[src/rtl/spi_cmd_rx.sv]
module spi_cmd_rx #(
  parameter int WORD_W = 16,
  parameter int OP_W   = 4,
  parameter int ADR_W  = 4,
  parameter int DAT_W  = 8,
  parameter int SYNC_N = 2,
  parameter int GRAIN  = 4,
  parameter logic [OP_W-1:0] OP_NOP  = 4'd0,
  parameter logic [OP_W-1:0] OP_RB_A = 4'd9,
  parameter logic [OP_W-1:0] OP_RB_B = 4'd10
) (
  input  logic              clk,
  input  logic              rst_n,
  input  logic              spi_sck,
  input  logic              spi_cs_n,
  input  logic              spi_sdi,
  output logic              sdo,
  output logic              sdo_oe,
  input  logic [WORD_W-1:0] rb_word,
  output logic              cmd_stb,
  output logic              cmd_rpt,
  output logic [OP_W-1:0]   cmd_op,
  output logic [ADR_W-1:0]  cmd_adr,
  output logic [DAT_W-1:0]  cmd_dat
);
  localparam int CNT_W = $clog2(WORD_W);
  localparam int G_W   = $clog2(GRAIN);

  logic [SYNC_N-1:0] sck_sy, cs_sy, sdi_sy;
  logic              sck_d, cs_d;
  logic [WORD_W-1:0] sr;
  logic [CNT_W-1:0]  cnt;
  logic              seen, have, rb_pend, sdo_q;

  wire sck_s = sck_sy[SYNC_N-1];
  wire cs_s  = cs_sy[SYNC_N-1];
  wire sdi_s = sdi_sy[SYNC_N-1];

  wire sck_rise = ~cs_s & sck_s & ~sck_d;
  wire sck_fall = ~cs_s & ~sck_s & sck_d;
  wire cs_fall  = ~cs_s & cs_d;
  wire cs_rise  = cs_s & ~cs_d;

  wire [OP_W-1:0]  op_in  = sr[WORD_W-1 -: OP_W];
  wire [ADR_W-1:0] adr_in = sr[WORD_W-OP_W-1 -: ADR_W];
  wire [DAT_W-1:0] dat_in = sr[DAT_W-1:0];

  function automatic logic is_rb(input logic [OP_W-1:0] op);
    return (op == OP_RB_A) || (op == OP_RB_B);
  endfunction

  assign sdo    = sdo_q;
  assign sdo_oe = ~cs_s;

  always_ff @(posedge clk or negedge rst_n) begin
    if (!rst_n) begin
      sck_sy  <= '0;
      cs_sy   <= '1;
      sdi_sy  <= '0;
      sck_d   <= 1'b0;
      cs_d    <= 1'b1;
      sr      <= '0;
      cnt     <= '0;
      seen    <= 1'b0;
      have    <= 1'b0;
      rb_pend <= 1'b0;
      sdo_q   <= 1'b0;
      cmd_stb <= 1'b0;
      cmd_rpt <= 1'b0;
      cmd_op  <= '0;
      cmd_adr <= '0;
      cmd_dat <= '0;
    end else begin
      sck_sy  <= {sck_sy[SYNC_N-2:0], spi_sck};
      cs_sy   <= {cs_sy[SYNC_N-2:0], spi_cs_n};
      sdi_sy  <= {sdi_sy[SYNC_N-2:0], spi_sdi};
      sck_d   <= sck_s;
      cs_d    <= cs_s;
      cmd_stb <= 1'b0;
      rb_pend <= 1'b0;
      if (rb_pend) sr <= rb_word;
      if (cs_fall) begin
        sdo_q <= sr[WORD_W-1];
        cnt   <= '0;
        seen  <= 1'b0;
      end else if (sck_rise) begin
        sr   <= {sr[WORD_W-2:0], sdi_s};
        cnt  <= cnt + 1'b1;
        seen <= 1'b1;
      end else if (sck_fall) begin
        sdo_q <= sr[WORD_W-1];
      end else if (cs_rise) begin
        if (!seen) begin
          if (have) begin
            cmd_stb <= 1'b1;
            cmd_rpt <= 1'b1;
            rb_pend <= is_rb(cmd_op);
          end
        end else if (cnt == '0) begin
          if (op_in != OP_NOP) begin
            cmd_op  <= op_in;
            cmd_adr <= adr_in;
            cmd_dat <= dat_in;
            cmd_stb <= 1'b1;
            cmd_rpt <= 1'b0;
            have    <= 1'b1;
            rb_pend <= is_rb(op_in);
          end
        end else if (cnt[G_W-1:0] != '0) begin
          sr <= '0;
        end
        cnt  <= '0;
        seen <= 1'b0;
      end
    end
  end


  stb_pulse_chk: assert property (@(posedge clk) disable iff (!rst_n)
    cmd_stb |=> !cmd_stb);


  stb_released_chk: assert property (@(posedge clk) disable iff (!rst_n)
    cmd_stb |-> cs_s);


  no_nop_stb_chk: assert property (@(posedge clk) disable iff (!rst_n)
    cmd_stb |-> cmd_op != OP_NOP);


  rpt_fields_chk: assert property (@(posedge clk) disable iff (!rst_n)
    (cmd_stb && cmd_rpt) |-> ($stable(cmd_op) && $stable(cmd_adr) && $stable(cmd_dat)));


  sdo_edge_chk: assert property (@(posedge clk) disable iff (!rst_n)
    !$stable(sdo) |-> $past(sck_fall || cs_fall));
endmodule

[config.mk]
export PLATFORM = sky130hd
export DESIGN_NAME = spi_cmd_rx
export DESIGN_NICKNAME = d
export VERILOG_FILES = /design/src/rtl/spi_cmd_rx.sv
export SDC_FILE = /design/constraint.sdc
export NUM_CORES = 1
export LEC_CHECK = 0
export BUFFER_PORTS_ARGS = -buffer_cell sky130_fd_sc_hd__buf_4
export CAP_MARGIN = 10
export CORE_MARGIN = 2
export CORE_UTILIZATION = 54
export DETAILED_ROUTE_END_ITERATION = 8
export PLACE_DENSITY_LB_ADDON = 0.2
export SYNTH_ARGS = -nofsm -noshare
export SYNTH_HDL_FRONTEND = slang
export SYNTH_SLANG_ARGS = --single-unit
[constraint.sdc]
create_clock -name clk -period 2.7 [get_ports clk]
set_clock_uncertainty 0.2 [all_clocks]
set_input_delay 0.135 -clock clk [delete_from_list [all_inputs] [get_ports clk]]
set_output_delay 0.135 -clock clk [all_outputs]
set_load 0.01 [all_outputs]
==> run_summary.xml, run 1 <==
<?xml version="1.0" encoding="UTF-8"?>
<metrics>
  <group name="run_status">
    <metric name="run_status" unit="">complete, no violations</metric>
  </group>
  <group name="routing">
    <metric name="drt_drc_violations_left" unit="">0</metric>
    <metric name="antenna_left" unit="">0</metric>
    <metric name="wl" unit="mm">4.201</metric>
    <metric name="route.detailed.wl_per_inst" unit="µm">15.91</metric>
    <metric name="vias" unit="">1415</metric>
    <metric name="routed_via_density" unit="">5.360</metric>
    <metric name="drt_first_iter_violations" unit="">69</metric>
    <metric name="first_pass_iters" unit="">4</metric>
  </group>
  <group name="placed_design">
    <metric name="detailedPlacementHpwl" unit="mm">2.717</metric>
    <metric name="placement.io_buffers" unit="">40</metric>
    <metric name="finalWeightedCongestion" unit="">0.8431</metric>
  </group>
  <group name="setup_path">
    <metric name="setup.worst_path.start_class" unit="">flip-flop</metric>
    <metric name="worst_ep_required_time" unit="ps">2680</metric>
    <metric name="worstPathCellList" unit="">inv_1 &gt; ha_1 &gt; nor4bb_1 &gt; and3b_1 &gt; buf_4 &gt; mux2_2</metric>
    <metric name="worst_setup_path_end_kind" unit="">flip-flop</metric>
    <metric name="critical_path_type" unit="">flip-flop to flip-flop</metric>
    <metric name="cp_max_fo" unit="">17</metric>
    <metric name="slowest_delay" unit="ps">410</metric>
    <metric name="cp_top_family" unit="">simple AND/OR/NAND/NOR gates</metric>
    <metric name="critPathSlowestCell" unit="">sky130_fd_sc_hd__dfrtp_1</metric>
    <metric name="worstPathBufferInverterCount" unit="">2</metric>
    <metric name="critPathArrivalTime" unit="ps">2210</metric>
  </group>
  <group name="logic_synthesis">
    <metric name="synth-seq-cells" unit="">50</metric>
    <metric name="synth_fp_nets" unit="">177</metric>
    <metric name="synthCells" unit="">154</metric>
    <metric name="ys_types" unit="">30</metric>
    <metric name="post_synthesis_sequential_area_ratio" unit="%">58.72</metric>
    <metric name="syn-mean-instance-area" unit="µm²">13.88</metric>
    <metric name="synth.cell_area" unit="µm²">2137</metric>
    <metric name="synth.yosys.warnings" unit="">0</metric>
  </group>
  <group name="timing">
    <metric name="setup_tns_after_final_layout" unit="ps">0</metric>
    <metric name="hold_viol_final" unit="">0</metric>
    <metric name="rsz0062_at_grt" unit="">false</metric>
    <metric name="worstMarginPinSlew" unit="ps">899.2</metric>
    <metric name="setup_viol" unit="">0</metric>
    <metric name="fin_crit_sh" unit="%">82.72</metric>
    <metric name="slew_headroom" unit="%">40.05</metric>
    <metric name="slew_viol_final" unit="">0</metric>
    <metric name="maxClockFrequency" unit="GHz">0.4477</metric>
    <metric name="finalCriticalPeriod" unit="ps">2234</metric>
  </group>
  <group name="job">
    <metric name="max_cap_viol_count" unit="">0</metric>
  </group>
  <group name="cells_and_area">
    <metric name="fin_util" unit="%">73.13</metric>
    <metric name="layout.filler_cells" unit="">269</metric>
    <metric name="num-nets-final" unit="">239</metric>
    <metric name="area_growth_syn_to_layout" unit="%">28.10</metric>
    <metric name="antenna_diode_count" unit="">0</metric>
    <metric name="final_layout_size_suffix_gt1_share" unit="%">33.33</metric>
  </group>
  <group name="power">
    <metric name="power.density_cell_area" unit="nW/µm²">475.1</metric>
    <metric name="seq_power_share" unit="%">61.5</metric>
    <metric name="power.net_switching" unit="µW">287.7</metric>
    <metric name="leakage" unit="nW">1.286</metric>
    <metric name="combPwrFrac" unit="%">7.9</metric>
    <metric name="power_switching_share" unit="%">22.12</metric>
    <metric name="design_power_total" unit="mW">1.301</metric>
    <metric name="clockPowerShare" unit="%">30.6</metric>
    <metric name="max-vdd-ir-drop" unit="mV">0.3710</metric>
    <metric name="cell_internal_pwr" unit="mW">1.013</metric>
  </group>
  <group name="floorplan">
    <metric name="rows" unit="">22</metric>
    <metric name="die_height" unit="µm">66.91</metric>
    <metric name="dieArea" unit="µm²">4477</metric>
    <metric name="placeableCoreArea" unit="µm²">3744</metric>
    <metric name="initial_cell_density_of_the_core" unit="%">57.09</metric>
    <metric name="io_pins" unit="">41</metric>
    <metric name="die_x" unit="µm">66.91</metric>
  </group>
  <group name="global_routing">
    <metric name="wire_length_of_the_first_global_routing_pass" unit="mm">6.858</metric>
    <metric name="grt_antenna_before_repair" unit="">0</metric>
    <metric name="gr-usage-all-layers" unit="%">21.20</metric>
    <metric name="via_count_of_the_first_global_routing_pass" unit="">1488</metric>
    <metric name="pin_count_of_the_biggest_net_entering_global_routing" unit="">51</metric>
    <metric name="global_route.overflow_total" unit="">0</metric>
  </group>
  <group name="clock_tree">
    <metric name="clock_tree.buffer_depth" unit="">2</metric>
    <metric name="htreeDepth" unit="">2</metric>
    <metric name="cts_setup_buffers" unit="">0</metric>
    <metric name="clkSlewWorstSetupHoldPaths" unit="ps">80</metric>
    <metric name="cts_num_sinks" unit="">50</metric>
    <metric name="worstSkewPairLatency" unit="ps">290</metric>
    <metric name="cts_tree" unit="">yes</metric>
    <metric name="clk_root_buffer_cell" unit="">sky130_fd_sc_hd__clkbuf_8</metric>
    <metric name="number_of_buffers_created_by_cts" unit="">5</metric>
  </group>
  <group name="worst_hold_path">
    <metric name="min-delay-path-class" unit="">flip-flop to flip-flop</metric>
  </group>
</metrics>
[metal layers]
metal | part of all wire, % | up-vias | GRT usage (%)
li1 | - | 679 | -
met1 | 45 | 703 | 25.55
met2 | 52 | 29 | 37.13
met3 | 3.0 | 4 | 5.574
met4 | 0.79 | 0 | 6.122
met5 | 0 | - | 0
[metrics by stage]
| step | hold WS [ps] | cells | area, µm² | setup slack, ps |
|---|---|---|---|---|
| global placement | -18.92 | 237 | 2461 | 569.1 |
| floorplan | -360.6 | 154 | 2137 | 714.7 |
| global route | 165.3 | 264 | 2738 | 362.5 |
| detailed placement | -11.03 | 237 | 2461 | 506.7 |
| finish | 158.2 | 264 | 2738 | 466.5 |
| CTS | 159.0 | 264 | 2738 | 490.7 |
[worst register-to-register path, cell delays in order (launching register included)]
cell and delay, ps:
sky130_fd_sc_hd__dfrtp_1 410, sky130_fd_sc_hd__inv_1 70, sky130_fd_sc_hd__ha_1 140, sky130_fd_sc_hd__nor4bb_1 350
sky130_fd_sc_hd__and3b_1 260, sky130_fd_sc_hd__buf_4 290, sky130_fd_sc_hd__mux2_2 380
[power by group through the flow]
| stage | sequential (mW) | combinational (mW) | clock [mW] |
|---|---|---|---|
| 3_3_place_gp | 0.812 | 0.0765 | 0 |
| 4_1_cts | 0.800 | 0.104 | 0.408 |
| 3_5_place_dp | 0.814 | 0.0811 | 0 |
| 5_1_grt | 0.805 | 0.115 | 0.447 |
| 2_1_floorplan | 0.804 | 0.0377 | 0 |
| 6_report | 0.800 | 0.103 | 0.398 |
[Yosys cell counts]
master,number,area (µm²)
sky130_fd_sc_hd__nand4b_1,2,17.52
sky130_fd_sc_hd__nand3_1,5,25.02
sky130_fd_sc_hd__buf_6,1,11.26
sky130_fd_sc_hd__o21ai_0,4,20.02
sky130_fd_sc_hd__buf_12,1,20.02
sky130_fd_sc_hd__mux2_4,8,120.1
sky130_fd_sc_hd__o211ai_1,1,7.510
sky130_fd_sc_hd__inv_1,4,15.01
sky130_fd_sc_hd__a22o_1,1,8.760
sky130_fd_sc_hd__and3b_1,1,8.760
sky130_fd_sc_hd__or3b_2,1,8.760
sky130_fd_sc_hd__xor2_1,3,26.28
sky130_fd_sc_hd__a21oi_1,3,15.01
sky130_fd_sc_hd__or2_2,2,12.51
sky130_fd_sc_hd__ha_1,2,25.02
sky130_fd_sc_hd__clkbuf_1,2,7.510
sky130_fd_sc_hd__nor2_1,4,15.01
sky130_fd_sc_hd__mux2_2,10,112.6
sky130_fd_sc_hd__nor2b_1,3,18.77
sky130_fd_sc_hd__nor4bb_1,1,10.01
sky130_fd_sc_hd__buf_2,4,20.02
sky130_fd_sc_hd__or4_1,2,15.01
sky130_fd_sc_hd__dfrtp_1,47,1176
sky130_fd_sc_hd__nand3b_1,2,15.01
sky130_fd_sc_hd__dfstp_2,3,78.83
sky130_fd_sc_hd__nand2b_1,2,12.51
sky130_fd_sc_hd__mux2i_1,16,160.2
sky130_fd_sc_hd__a31oi_1,1,6.260
sky130_fd_sc_hd__nand2_1,2,7.510
sky130_fd_sc_hd__o2bb2ai_1,16,140.1
[final timing paths]
| kind | endpoint | slack (ps) | from | cells past startpoint |
|---|---|---|---|---|
| max | cmd_dat[2]$_DFFE_PN0P_ | 470 | cnt[0]$_DFFE_PN0P_ | 6 |
| min | cs_sy[1]$_DFF_PN1_ | 160 | cs_sy[0]$_DFF_PN1_ | 0 |
| max reg2reg | cmd_dat[2]$_DFFE_PN0P_ | 470 | cnt[0]$_DFFE_PN0P_ | 6 |
| min reg2reg | cs_sy[1]$_DFF_PN1_ | 160 | cs_sy[0]$_DFF_PN1_ | 0 |
| max in group asynchronous | cmd_dat[6]$_DFFE_PN0P_ | 1690 | rst_n | 2 |
| min in group asynchronous | cmd_op[0]$_DFFE_PN0P_ | 200 | rst_n | 2 |
[final cells by class]
cell class / instances / area, µm² / share of cell area (%)
sequential: 50 / 1255 / 45.84
multi-input combinational: 92 / 808.3 / 29.52
timing repair buffer: 63 / 523.0 / 19.10
clock buffer: 7 / 76.32 / 2.788
tap: 48 / 60.06 / 2.194
inverter: 4 / 15.01 / 0.5484
[registers in the layout (all words and copies together) (netlist names)]
| register | flops |
|---|---|
| cnt | 4 |
| rb_pend | 1 |
| cmd_dat | 8 |
| cs_d | 1 |
| cs_sy | 2 |
| sdo | 1 |
| have | 1 |
| sdi_sy | 2 |
| cmd_stb | 1 |
| cmd_op | 4 |
| cmd_adr | 4 |
| seen | 1 |
| sr | 16 |
| sck_sy | 2 |
| cmd_rpt | 1 |
| sck_d | 1 |
[kinds of logic after synthesis]
logic type / count (synthesis) / share of synthesized area (%)
buffers and inverters: 12 / 3.454
xor gates and xnor gates: 3 / 1.230
adders and majority gates: 2 / 1.171
muxes: 34 / 18.38
AOI/OAI and AO/OA: 26 / 9.251
and+or+nand+nor: 27 / 7.786
DFF: 50 / 58.72
[cells in the final DEF, fill, tap and decap left out]
cell                            Yosys  layout
sky130_fd_sc_hd__nand3b_1           2       2
sky130_fd_sc_hd__clkbuf_1           2       2
sky130_fd_sc_hd__buf_4              0      43
sky130_fd_sc_hd__inv_1              4       4
sky130_fd_sc_hd__dfrtp_1           47      47
sky130_fd_sc_hd__or3b_2             1       1
sky130_fd_sc_hd__xor2_1             3       3
sky130_fd_sc_hd__nand3_1            5       5
sky130_fd_sc_hd__nor2b_1            3       3
sky130_fd_sc_hd__dlygate4sd3_1      0      20
sky130_fd_sc_hd__nand2_1            2       2
sky130_fd_sc_hd__or4_1              2       2
sky130_fd_sc_hd__o211ai_1           1       1
sky130_fd_sc_hd__a31oi_1            1       1
sky130_fd_sc_hd__nor4bb_1           1       1
sky130_fd_sc_hd__nand2b_1           2       2
sky130_fd_sc_hd__o2bb2ai_1         16      16
sky130_fd_sc_hd__or2_2              2       2
sky130_fd_sc_hd__a21oi_1            3       3
sky130_fd_sc_hd__nor2_1             4       4
sky130_fd_sc_hd__o21ai_0            4       4
sky130_fd_sc_hd__a22o_1             1       1
sky130_fd_sc_hd__mux2i_1           16      16
sky130_fd_sc_hd__mux2_2            10      10
sky130_fd_sc_hd__ha_1               2       2
sky130_fd_sc_hd__dfstp_2            3       3
sky130_fd_sc_hd__mux2_4             8       8
sky130_fd_sc_hd__and3b_1            1       1
sky130_fd_sc_hd__nand4b_1           2       2
sky130_fd_sc_hd__clkbuf_8           0       5
[timing repair]
item                                   in CTS  in global routing
hold buffers                               20                  0
resized for setup                           0                  0
endpoints found under the hold margin      66                  0
(Power assumes the default switching activity.)
==> run 2: changes to the inputs <==
ABC_AREA = 1   (was not set)
CORE_UTILIZATION = 49   (was 54)
clock period = 1.84 ns   (was 2.7 ns; I/O delays follow)
==> run 2 against run 1 <==
Against the previous run: register-to-register slack lost 190 ps; die area grew 13%; largest cell class unchanged; hold slack lost 21 ps; critical path type unchanged; design area grew 2.7%; routed wire length shrank 0.86%.
==> run_summary.xml, run 2 <==
<?xml version="1.0" encoding="UTF-8"?>
<metrics>
  <group name="run_status">
    <metric name="run_status" unit="">complete, no violations</metric>
  </group>
  <group name="setup_path">
    <metric name="critPathSlowestCell" unit="">sky130_fd_sc_hd__dfrtp_1</metric>
    <metric name="endpoint" unit="">cmd_dat[5]$_DFFE_PN0P_</metric>
    <metric name="worstReg2RegEnd" unit="">cmd_dat[5]$_DFFE_PN0P_</metric>
    <metric name="worst_setup_path_end_kind" unit="">flip-flop</metric>
    <metric name="critical_path.reg2reg.startpoint" unit="">cnt[1]$_DFFE_PN0P_</metric>
    <metric name="worstPathBufferInverterCount" unit="">2</metric>
    <metric name="cp_top_family" unit="">flip-flops</metric>
    <metric name="cp_max_fo" unit="">33</metric>
    <metric name="slowest_delay" unit="ps">410</metric>
    <metric name="critical_path_type" unit="">flip-flop to flip-flop</metric>
    <metric name="worst_ep_required_time" unit="ps">1840</metric>
    <metric name="worstPathCellList" unit="">inv_1 &gt; ha_1 &gt; nand2_1 &gt; nand3b_4 &gt; buf_12 &gt; nand2_1 &gt; o21ai_2</metric>
    <metric name="critPathArrivalTime" unit="ps">1570</metric>
    <metric name="worstSetupPathDepth" unit="">7</metric>
    <metric name="worst-r2r-setup-slack" unit="ps">270</metric>
    <metric name="ff2ff_path_depth" unit="">7</metric>
    <metric name="critPathLaunch" unit="">cnt[1]$_DFFE_PN0P_</metric>
    <metric name="crit_top_cell" unit="">sky130_fd_sc_hd__nand2_1</metric>
    <metric name="setup.worst_path.start_class" unit="">flip-flop</metric>
  </group>
  <group name="timing">
    <metric name="fin_crit_sh" unit="%">85.13</metric>
    <metric name="worstMarginPinSlew" unit="ps">620.5</metric>
    <metric name="slew_viol_final" unit="">0</metric>
    <metric name="setup_slack" unit="ps">273.6</metric>
    <metric name="slew_headroom" unit="%">58.63</metric>
    <metric name="setup_tns_after_final_layout" unit="ps">0</metric>
    <metric name="maxClockFrequency" unit="GHz">0.6384</metric>
    <metric name="setup_viol" unit="">0</metric>
    <metric name="hold_viol_final" unit="">0</metric>
    <metric name="rsz0062_at_grt" unit="">false</metric>
    <metric name="finalCriticalPeriod" unit="ps">1566</metric>
  </group>
  <group name="routing">
    <metric name="route.detailed.wl_per_inst" unit="µm">11.97</metric>
    <metric name="routed_via_density" unit="">4.914</metric>
    <metric name="drt_drc_violations_left" unit="">0</metric>
    <metric name="first_pass_iters" unit="">4</metric>
    <metric name="antenna_left" unit="">0</metric>
    <metric name="vias" unit="">1710</metric>
    <metric name="drt_first_iter_violations" unit="">74</metric>
    <metric name="wl" unit="mm">4.165</metric>
  </group>
  <group name="cells_and_area">
    <metric name="num-nets-final" unit="">318</metric>
    <metric name="final_layout_size_suffix_gt1_share" unit="%">25.00</metric>
    <metric name="area_growth_syn_to_layout" unit="%">27.83</metric>
    <metric name="regMostFlops" unit="">sr</metric>
    <metric name="layout_commonest_cell" unit="">sky130_fd_sc_hd__nand2_1</metric>
    <metric name="final_cell_mix" unit="">50 x sky130_fd_sc_hd__nand2_1, 47 x sky130_fd_sc_hd__dfrtp_1, 41 x sky130_fd_sc_hd__buf_4</metric>
    <metric name="reg.largest.list" unit="">sr (16), cmd_dat (8)</metric>
    <metric name="largest_reg_flops" unit="">16</metric>
    <metric name="antenna_diode_count" unit="">0</metric>
  </group>
  <group name="floorplan">
    <metric name="initial_cell_density_of_the_core" unit="%">50.84</metric>
    <metric name="rows" unit="">24</metric>
    <metric name="dieArea" unit="µm²">5038</metric>
    <metric name="io_pins" unit="">41</metric>
    <metric name="die_x" unit="µm">70.98</metric>
    <metric name="placeableCoreArea" unit="µm²">4324</metric>
    <metric name="die_height" unit="µm">70.98</metric>
  </group>
  <group name="clock_tree">
    <metric name="number_of_buffers_created_by_cts" unit="">5</metric>
    <metric name="cts_num_sinks" unit="">50</metric>
    <metric name="worstSkewPairLatency" unit="ps">300</metric>
    <metric name="htreeDepth" unit="">2</metric>
    <metric name="cts_tree" unit="">yes</metric>
    <metric name="clkSlewWorstSetupHoldPaths" unit="ps">90</metric>
    <metric name="clk_root_buffer_cell" unit="">sky130_fd_sc_hd__clkbuf_8</metric>
    <metric name="clock_tree.buffer_depth" unit="">2</metric>
  </group>
  <group name="global_routing">
    <metric name="wire_length_of_the_first_global_routing_pass" unit="mm">7.417</metric>
    <metric name="via_count_of_the_first_global_routing_pass" unit="">1652</metric>
    <metric name="gr-usage-all-layers" unit="%">18.76</metric>
    <metric name="global_route.overflow_total" unit="">0</metric>
    <metric name="pin_count_of_the_biggest_net_entering_global_routing" unit="">51</metric>
    <metric name="grt_antenna_before_repair" unit="">0</metric>
  </group>
  <group name="worst_hold_path">
    <metric name="min-delay-path-class" unit="">input port to async pin</metric>
  </group>
  <group name="logic_synthesis">
    <metric name="synth-seq-cells" unit="">50</metric>
    <metric name="post_synthesis_sequential_area_ratio" unit="%">57.09</metric>
    <metric name="synth_fp_nets" unit="">257</metric>
    <metric name="synth.cell_area" unit="µm²">2198</metric>
    <metric name="ys_top_cells_by_count" unit="">50 x sky130_fd_sc_hd__nand2_1, 47 x sky130_fd_sc_hd__dfrtp_1, 29 x sky130_fd_sc_hd__inv_1</metric>
    <metric name="post-synth-top-area-fraction" unit="%">53.50</metric>
    <metric name="synthMostInstantiatedCell" unit="">sky130_fd_sc_hd__nand2_1</metric>
    <metric name="synthTopCellsByArea" unit="">sky130_fd_sc_hd__dfrtp_1 54%, sky130_fd_sc_hd__nand2_1 8.5%, sky130_fd_sc_hd__o21ai_2 6.4%</metric>
    <metric name="syn-mean-instance-area" unit="µm²">9.395</metric>
    <metric name="synth-edff-count" unit="">0</metric>
    <metric name="synth_top_flop_cell" unit="">sky130_fd_sc_hd__dfrtp_1</metric>
    <metric name="synthCells" unit="">234</metric>
    <metric name="asyncSetResetFlopFracSynth" unit="%">100.0</metric>
    <metric name="synth.yosys.warnings" unit="">0</metric>
    <metric name="ys_types" unit="">25</metric>
    <metric name="netlist.top_cell.by_area" unit="">sky130_fd_sc_hd__dfrtp_1</metric>
  </group>
  <group name="placed_design">
    <metric name="detailedPlacementHpwl" unit="mm">2.671</metric>
    <metric name="placement.io_buffers" unit="">40</metric>
    <metric name="post-place-ws" unit="ps">254.2</metric>
    <metric name="finalWeightedCongestion" unit="">0.8109</metric>
  </group>
  <group name="power">
    <metric name="max-vdd-ir-drop" unit="mV">0.7279</metric>
    <metric name="power.density_cell_area" unit="nW/µm²">1228</metric>
    <metric name="leakage" unit="nW">1.404</metric>
  </group>
  <group name="job">
    <metric name="max_cap_viol_count" unit="">0</metric>
  </group>
</metrics>
## run 2: changes by cell type in the layout (fill, tap and decap cells not counted), moves of 16 or more
cell	previous run	this run
sky130_fd_sc_hd__inv_1	4	29
sky130_fd_sc_hd__nor2_1	4	22
sky130_fd_sc_hd__o21ai_2	0	16
sky130_fd_sc_hd__mux2i_1	16	0
sky130_fd_sc_hd__nand2_1	2	50
sky130_fd_sc_hd__o2bb2ai_1	16	0
## run 2: cells by family after synthesis
| kind of cell | after synthesis | share of synthesized area, % |
|---|---|---|
| XOR/XNOR | 2 | 0.7970 |
| buffers and inverters | 38 | 8.366 |
| flip-flops | 50 | 57.09 |
| AO/OA/AOI/OAI | 56 | 15.71 |
| adder cells (fa/ha/maj) | 2 | 1.138 |
| AND/OR/NAND/NOR | 86 | 16.90 |
## run 2: worst min path at each step
| stage | to | cells past startpoint | slack (ps) | from |
|---|---|---|---|---|
| 2_1_floorplan | cmd_adr[0]$_DFFE_PN0P_ | 0 | -400 | rst_n |
| 3_3_place_gp | cnt[2]$_DFFE_PN0P_ | 1 | -40 | rst_n |
| 3_5_place_dp | sck_sy[0]$_DFF_PN0_ | 1 | -40 | rst_n |
| 4_1_cts | sck_sy[1]$_DFF_PN0_ | 0 | 150 | sck_sy[0]$_DFF_PN0_ |
| 5_1_grt | cs_sy[1]$_DFF_PN1_ | 0 | 170 | cs_sy[0]$_DFF_PN1_ |
| 6_report | cmd_dat[1]$_DFFE_PN0P_ | 2 | 140 | rst_n |
## run 2: through the flow
| step | hold WS (ps) | area [µm²] | total power, mW | instances | util (%) |
|---|---|---|---|---|---|
| after floorplan | -403.6 | 2198 | 2.335 | 234 | - |
| after global placement | -43.77 | 2520 | 2.758 | 320 | 58.28 |
| after detailed placement | -41.88 | 2520 | 2.789 | 320 | 58.28 |
| after CTS | 152.3 | 2810 | 3.476 | 348 | 64.99 |
| after global routing | 168.1 | 2810 | 3.713 | 348 | 64.99 |
| final | 137.6 | 2810 | 3.451 | 348 | 64.99 |
## run 2: repair_timing
action | in CTS | in global routing
hold buffers | 20 | 0
buffers inserted | 0 | 0
resized for setup | 0 | 0
hold endpoints to repair | 66 | 0
## run 2: power breakdown
part	internal [mW]	leakage (nW)	switching, mW
Clock	0.307	0.0455	0.347
Combinational	0.537	0.720	0.613
Sequential	1.44	0.638	0.207
Total	2.29	1.40	1.17
## run 2: layout make-up
| type | count | area [µm²] |
|---|---|---|
| clock buffer | 8 | 90.09 |
| fill | 392 | 1514 |
| inverter | 30 | 112.6 |
| multi-input combinational | 146 | 759.5 |
| sequential | 50 | 1255 |
| tap | 52 | 65.06 |
| timing repair buffer | 62 | 528.0 |
## run 2: worst reg2reg max path: stages (launching register included)
cell and delay (ps):
sky130_fd_sc_hd__dfrtp_1 410, sky130_fd_sc_hd__inv_1 90, sky130_fd_sc_hd__ha_1 180, sky130_fd_sc_hd__nand2_1 70
sky130_fd_sc_hd__nand3b_4 160, sky130_fd_sc_hd__buf_12 180, sky130_fd_sc_hd__nand2_1 110, sky130_fd_sc_hd__o21ai_2 60
## run 2: layer usage
layer / up-vias / routed length [µm] / global-route usage, %
met2: 36 / 1985 / 29.28
met4: 0 / 63 / 6.918
met5: - / 0 / 0
li1: 868 / - / -
met1: 798 / 1934 / 25.56
met3: 8 / 182 / 4.701
